File: src/rtl/smul_pkg.sv
package smul_pkg;
  typedef logic [1:0] digit_t;
  typedef logic [3:0] pp_t;

  // 2x2 product by bit inspection
  function automatic pp_t pp_lookup(digit_t m, digit_t r);
    pp_t p;
    unique case ({m, r})
      4'b01_01: p = 4'd1;
      4'b01_10: p = 4'd2;
      4'b01_11: p = 4'd3;
      4'b10_01: p = 4'd2;
      4'b10_10: p = 4'd4;
      4'b10_11: p = 4'd6;
      4'b11_01: p = 4'd3;
      4'b11_10: p = 4'd6;
      4'b11_11: p = 4'd9;
      default:  p = 4'd0;
    endcase
    return p;
  endfunction
endpackage

File: src/rtl/smul_pp_cell.sv
module smul_pp_cell
  import smul_pkg::*;
#(
  parameter bit USE_MUL_OP = 1'b0
) (
  input  digit_t m_i,
  input  digit_t r_i,
  output pp_t    pp_o
);
  generate
    if (USE_MUL_OP) begin : g_mul
      assign pp_o = pp_t'(m_i) * pp_t'(r_i);
    end else begin : g_lut
      assign pp_o = pp_lookup(m_i, r_i);
    end
  endgenerate
endmodule

File: src/rtl/smul_col_sum.sv
module smul_col_sum #(
  parameter int D  = 2,
  parameter int K  = 0,
  parameter int SW = 8
) (
  input  logic [D*D*4-1:0] pp_i,
  input  logic [SW-1:0]    cin_i,
  output logic [SW-1:0]    sum_o
);
  // adds every partial product whose digit indices sum to K
  always_comb begin
    sum_o = cin_i;
    for (int i = 0; i < D; i++) begin
      for (int j = 0; j < D; j++) begin
        if (i + j == K) sum_o = sum_o + SW'(pp_i[(i*D+j)*4 +: 4]);
      end
    end
  end
endmodule

File: src/rtl/smul_sign.sv
module smul_sign (
  input  logic a_sign_i,
  input  logic b_sign_i,
  input  logic mag_nz_i,
  output logic sign_o
);
  assign sign_o = (a_sign_i ^ b_sign_i) & mag_nz_i;
endmodule

File: src/rtl/smul_top.sv
module smul_top
  import smul_pkg::*;
#(
  parameter int W          = 4,
  parameter bit USE_MUL_OP = 1'b0,
  parameter bit REG_OUT    = 1'b1
) (
  input  logic           clk_i,
  input  logic           rst_ni,
  input  logic           a_sign_i,
  input  logic [W-1:0]   a_mag_i,
  input  logic           b_sign_i,
  input  logic [W-1:0]   b_mag_i,
  output logic           p_sign_o,
  output logic [2*W-1:0] p_mag_o
);
  localparam int D  = W / 2;
  localparam int NC = 2 * D - 1;
  localparam int PW = 2 * W;
  localparam int SW = 8 + $clog2(D + 1);

  logic [D*D*4-1:0] pp_flat;
  logic [SW-1:0]    carry [NC+1];
  logic [SW-1:0]    csum  [NC];
  logic [PW-1:0]    mag_c;
  logic             sign_c;

  generate
    for (genvar i = 0; i < D; i++) begin : g_m
      for (genvar j = 0; j < D; j++) begin : g_r
        smul_pp_cell #(.USE_MUL_OP(USE_MUL_OP)) u_cell (
          .m_i (a_mag_i[2*i +: 2]),
          .r_i (b_mag_i[2*j +: 2]),
          .pp_o(pp_flat[(i*D+j)*4 +: 4])
        );
      end
    end

    assign carry[0] = '0;
    for (genvar k = 0; k < NC; k++) begin : g_col
      smul_col_sum #(.D(D), .K(k), .SW(SW)) u_col (
        .pp_i (pp_flat),
        .cin_i(carry[k]),
        .sum_o(csum[k])
      );
      assign carry[k+1] = {2'b00, csum[k][SW-1:2]};
      if (k < NC - 1) begin : g_dig
        assign mag_c[2*k +: 2] = csum[k][1:0];
      end else begin : g_top
        assign mag_c[PW-1:2*k] = csum[k][3:0];
      end
    end
  endgenerate

  smul_sign u_sign (
    .a_sign_i(a_sign_i),
    .b_sign_i(b_sign_i),
    .mag_nz_i(|mag_c),
    .sign_o  (sign_c)
  );

  generate
    if (REG_OUT) begin : g_reg
      always_ff @(posedge clk_i or negedge rst_ni) begin
        if (!rst_ni) begin
          p_sign_o <= 1'b0;
          p_mag_o  <= '0;
        end else begin
          p_sign_o <= sign_c;
          p_mag_o  <= mag_c;
        end
      end
    end else begin : g_comb
      assign p_sign_o = sign_c;
      assign p_mag_o  = mag_c;
    end
  endgenerate
endmodule

File: config.mk
export PLATFORM = sky130hd
export DESIGN_NAME = smul_top
export DESIGN_NICKNAME = d
export VERILOG_FILES = /design/src/rtl/smul_pkg.sv /design/src/rtl/smul_pp_cell.sv /design/src/rtl/smul_col_sum.sv /design/src/rtl/smul_sign.sv /design/src/rtl/smul_top.sv
export SDC_FILE = /design/constraint.sdc
export NUM_CORES = 1
export LEC_CHECK = 0
export BUFFER_PORTS_ARGS = -buffer_cell sky130_fd_sc_hd__buf_2
export CAP_MARGIN = 15
export CORE_AREA = 10 10 49 51
export CTS_BUF_LIST = sky130_fd_sc_hd__clkbuf_4 sky130_fd_sc_hd__clkbuf_8
export DETAILED_ROUTE_END_ITERATION = 8
export DIE_AREA = 0 0 59 61
export GPL_TIMING_DRIVEN = 0
export PLACE_DENSITY = 0.83
export SLEW_MARGIN = 20
export SYNTH_ARGS = -nofsm -noshare
export SYNTH_HDL_FRONTEND = slang
export SYNTH_SLANG_ARGS = --single-unit
File: constraint.sdc
create_clock -name clk_i -period 0.9 [get_ports clk_i]
set_clock_uncertainty 0.2 [all_clocks]
set_input_delay 0.18 -clock clk_i [delete_from_list [all_inputs] [get_ports clk_i]]
set_output_delay 0.18 -clock clk_i [all_outputs]
set_load 0.005 [all_outputs]
==> results list <==
* Pre-CTS setup slack: -2.60 ns
- Number of port buffers: 20
* PnR worst setup slack: -2.16 ns
* Violation count after the first detailed-route iteration: 6
- Wire length of the first global-routing pass: 3110 um
- At the pin with the least slew margin, the transition time is 0.489 ns.
* Via-per-instance ratio: 5.36
- The final layout contains 150 nets.
- Number of flops mapped to enable cells by yosys: 0
* RSZ-0062 raised after global routing: true
* # IOs: 21
* Antenna Nets Post-Route: 0
- Post-layout min period: 3.06 ns
* Filler Cells Inserted: 95
- Counting flops and latches in the post-synthesis netlist gives 9.
- Synthesis produced a netlist whose cell count is 87.
- Among all flip-flop cells after synthesis, the most frequent one is sky130_fd_sc_hd__dfrtp_1.
- Hold Slack: -0.00305 ns
- The number of different library cells used by synthesis comes to 23.
- STA classifies the critical path startpoint as an input port.
* Core Footprint: 1470 sq um
* Die height: 61 um
* Post-CTS clock slew at the launch and capture registers of the worst setup and hold paths: 0.05 ns
- The count of cells in the finished layout, fillers not included, comes to 137.
* Maximum clock frequency: 327 MHz
- Failing checks: hold timing, setup timing
- Htree depth: 1
- Once the floorplan was initialized, standard cells occupied 55.5% of the core.
- The routed layout has 734 vias.
* Final-report max-slew violation count: 0
* Layout area overhead: 50.2%
- Number of iterations in the first detailed-routing pass: 4
- Fin crit share: 340%
- Layout cell share with drive strength beyond 1: 45.5%
* Via count of the first global-routing pass: 755
- STA classifies the critical path endpoint as a register.
- Crit Path Category: in2reg
- Critical path data arrival time: 2.99 ns
* Max-cap violations: 0
* Combined area of all synthesized cells: 817 sq um
- Number of endpoints failing setup at the final stage: 16
* Hold/Removal Path Class: in2reg
- Diode count: 0
- Startpoint of the worst setup timing path: b_mag_i[2]
- A synthesized cell averages 9.39 sq um.
- Once layout is done, the placed cells without fillers occupy 1230 sq um.
* Final hold viol count: 1
- The HPWL after detailed placement is 1420 um.
* Placer Congestion: 0.790
- During synthesis, Yosys emitted a total of 0 warnings.
* Final routed wire length divided by cell count: 13.8 um
- The floorplan step defined a die boundary enclosing 3600 sq um.
* WL final: 1890 um
- Slew Limit Headroom: 67.1%
- Sequential cell area fraction in the yosys report: 27.6%
- Highest ir drop seen on vdd: 0.000482 V
- Grt total ovfl: 0
* All-Layer GR Usage: 11.0%
- The critical path ends at p_sign_o$_DFF_PN0_.
* Horizontal die dimension: 59 um
- Buffers inserted during clock tree synthesis total 3.
* Result of the run: complete, but fails checks
- CTS Root Buffer Type: sky130_fd_sc_hd__clkbuf_4
- The number of antenna violations at the first check in global routing was 0.
* Clock tree from TritonCTS: yes
- Synthesis produced a netlist with a net count of 115.
* Pleak: 0.653 nW
- Placement Cell Area: 1030 sq um
* Maximum number of pins on one net before global-route repair: 11
- Power Dens Cells: 1160 nW/um^2
- The startpoint identified for the worst hold timing path is a_sign_i.
- Dpl cells: 123
- For this run, asynchronously set or reset flops after synthesis account for 100%.
- After detailed routing, the number of remaining DRC violations is 0.
- Maximum buffer depth of the clock tree: 2
- The clock net in this run drives a total of 9 sinks.
* Number of rows created at floorplan: 14
* Worst Path Required: 0.83 ns
* CP Max Fanout: 2
## critical path, stage by stage
cell,delay (ns)
sky130_fd_sc_hd__buf_8,0.10
sky130_fd_sc_hd__inv_6,0.05
sky130_fd_sc_hd__ha_4,0.20
sky130_fd_sc_hd__a21oi_4,0.14
sky130_fd_sc_hd__a21oi_2,0.07
sky130_fd_sc_hd__fa_1,0.51
sky130_fd_sc_hd__inv_2,0.05
sky130_fd_sc_hd__ha_4,0.15
sky130_fd_sc_hd__fa_2,0.54
sky130_fd_sc_hd__ha_4,0.13
sky130_fd_sc_hd__fa_2,0.44
sky130_fd_sc_hd__nor3_2,0.16
sky130_fd_sc_hd__o211a_1,0.17
sky130_fd_sc_hd__a31oi_1,0.08
## timing repair
action                                  4_1_cts  5_1_grt
gates resized for setup                      18       10
hold endpoints to repair                     10        0
gates cloned                                  0        0
hold buffers                                  1        0
pin swaps                                    14        3
endpoints found under the setup margin       17       16
setup buffers                                 8        1
## layout make-up
class                      count  area (sq um)  area share, %
clock buffer                   4          30.0           2.45
timing repair buffer          30           220           17.9
sequential                     9           225           18.3
buffer                         3          40.0           3.26
inverter                       4          22.5           1.83
multi-input combinational     71           669           54.5
tap                           16          20.0           1.63
## worst min path at each step
| stage | depth (start not counted) | slack [ns] | endpoint |
|---|---|---|---|
| floorplan | 0 | -0.32 | p_mag_o[0]$_DFF_PN0_ |
| global placement | 1 | -0.17 | p_mag_o[0]$_DFF_PN0_ |
| detailed placement | 1 | -0.17 | p_mag_o[2]$_DFF_PN0_ |
| CTS | 3 | -0.007 | p_sign_o$_DFF_PN0_ |
| global route | 3 | 0.0006 | p_sign_o$_DFF_PN0_ |
| finish | 3 | -0.003 | p_sign_o$_DFF_PN0_ |
## flip-flops by register name (all words and copies together) (netlist names)
register	cells
p_sign_o	1
p_mag_o	8
## stage by stage
step / TNS, ns / total power, mW / utilization (%)
6_report: -11.81 / 1.43 / 83.4
5_1_grt: -12.62 / 1.54 / 83.4
4_1_cts: -11.96 / 1.41 / 81.0
3_5_place_dp: -13.17 / 1.00 / 70.1
3_3_place_gp: -12.88 / 0.986 / 70.1
2_1_floorplan: -10.94 / 0.819 / -
## cell usage in the layout, fill, tap and decap left out, types with 2 or more instances in the layout
| master | Yosys | layout |
|---|---|---|
| sky130_fd_sc_hd__xnor2_1 | 2 | 2 |
| sky130_fd_sc_hd__fa_2 | 0 | 2 |
| sky130_fd_sc_hd__a21o_1 | 3 | 3 |
| sky130_fd_sc_hd__ha_1 | 12 | 8 |
| sky130_fd_sc_hd__buf_2 | 0 | 15 |
| sky130_fd_sc_hd__mux2i_1 | 5 | 5 |
| sky130_fd_sc_hd__clkbuf_4 | 0 | 4 |
| sky130_fd_sc_hd__xor2_2 | 0 | 2 |
| sky130_fd_sc_hd__a21oi_2 | 0 | 2 |
| sky130_fd_sc_hd__buf_8 | 0 | 2 |
| sky130_fd_sc_hd__nor2b_1 | 4 | 4 |
| sky130_fd_sc_hd__nand2_1 | 7 | 7 |
| sky130_fd_sc_hd__buf_6 | 0 | 4 |
| sky130_fd_sc_hd__and2_1 | 4 | 3 |
| sky130_fd_sc_hd__and3_1 | 3 | 3 |
| sky130_fd_sc_hd__nor2_1 | 5 | 4 |
| sky130_fd_sc_hd__o21ai_0 | 3 | 2 |
| sky130_fd_sc_hd__nand3_1 | 2 | 2 |
| sky130_fd_sc_hd__fa_1 | 4 | 2 |
| sky130_fd_sc_hd__buf_4 | 0 | 10 |
| sky130_fd_sc_hd__dfrtp_1 | 9 | 9 |
| sky130_fd_sc_hd__a21oi_1 | 9 | 6 |
| sky130_fd_sc_hd__ha_4 | 0 | 4 |
## synthesized netlist by cell type, drive strengths merged, types with 2 or more instances
master / count / area [sq um]
a21o: 3 / 22.5
a21oi: 9 / 45.0
and2: 4 / 25.0
and3: 3 / 18.8
clkbuf: 3 / 11.3
dfrtp: 9 / 225
fa: 4 / 80.1
ha: 12 / 150
inv: 4 / 15.0
mux2i: 5 / 50.1
nand2: 7 / 26.3
nand3: 3 / 20.0
nor2: 5 / 18.8
nor2b: 4 / 25.0
o21ai: 3 / 15.0
xnor2: 2 / 17.5
xor2: 2 / 17.5
## kinds of logic after synthesis
| family | share of synthesized area (%) |
|---|---|
| mux | 6.13 |
| flops | 27.6 |
| simple gates | 18.5 |
| xor+xnor | 4.29 |
| compound gates | 12.1 |
| buf+inv | 3.22 |
| fa+ha+maj | 28.2 |
## metal layers
layer	track usage (%)	wire, um	share of wire [%]
met4	6.89	55	2.9
met5	0	0	0
met1	10.9	709	38
met2	20.1	997	53
met3	2.92	124	6.6
## power breakdown
group | total, mW | internal [mW] | switching [mW] | leakage, nW
Sequential | 0.488 | 0.475 | 0.0130 | 0.111
Clock | 0.326 | 0.200 | 0.126 | 0.0184
Combinational | 0.615 | 0.323 | 0.291 | 0.524
Total | 1.43 | 0.999 | 0.430 | 0.653
No activity file was read; power rests on OpenSTA's default activity.
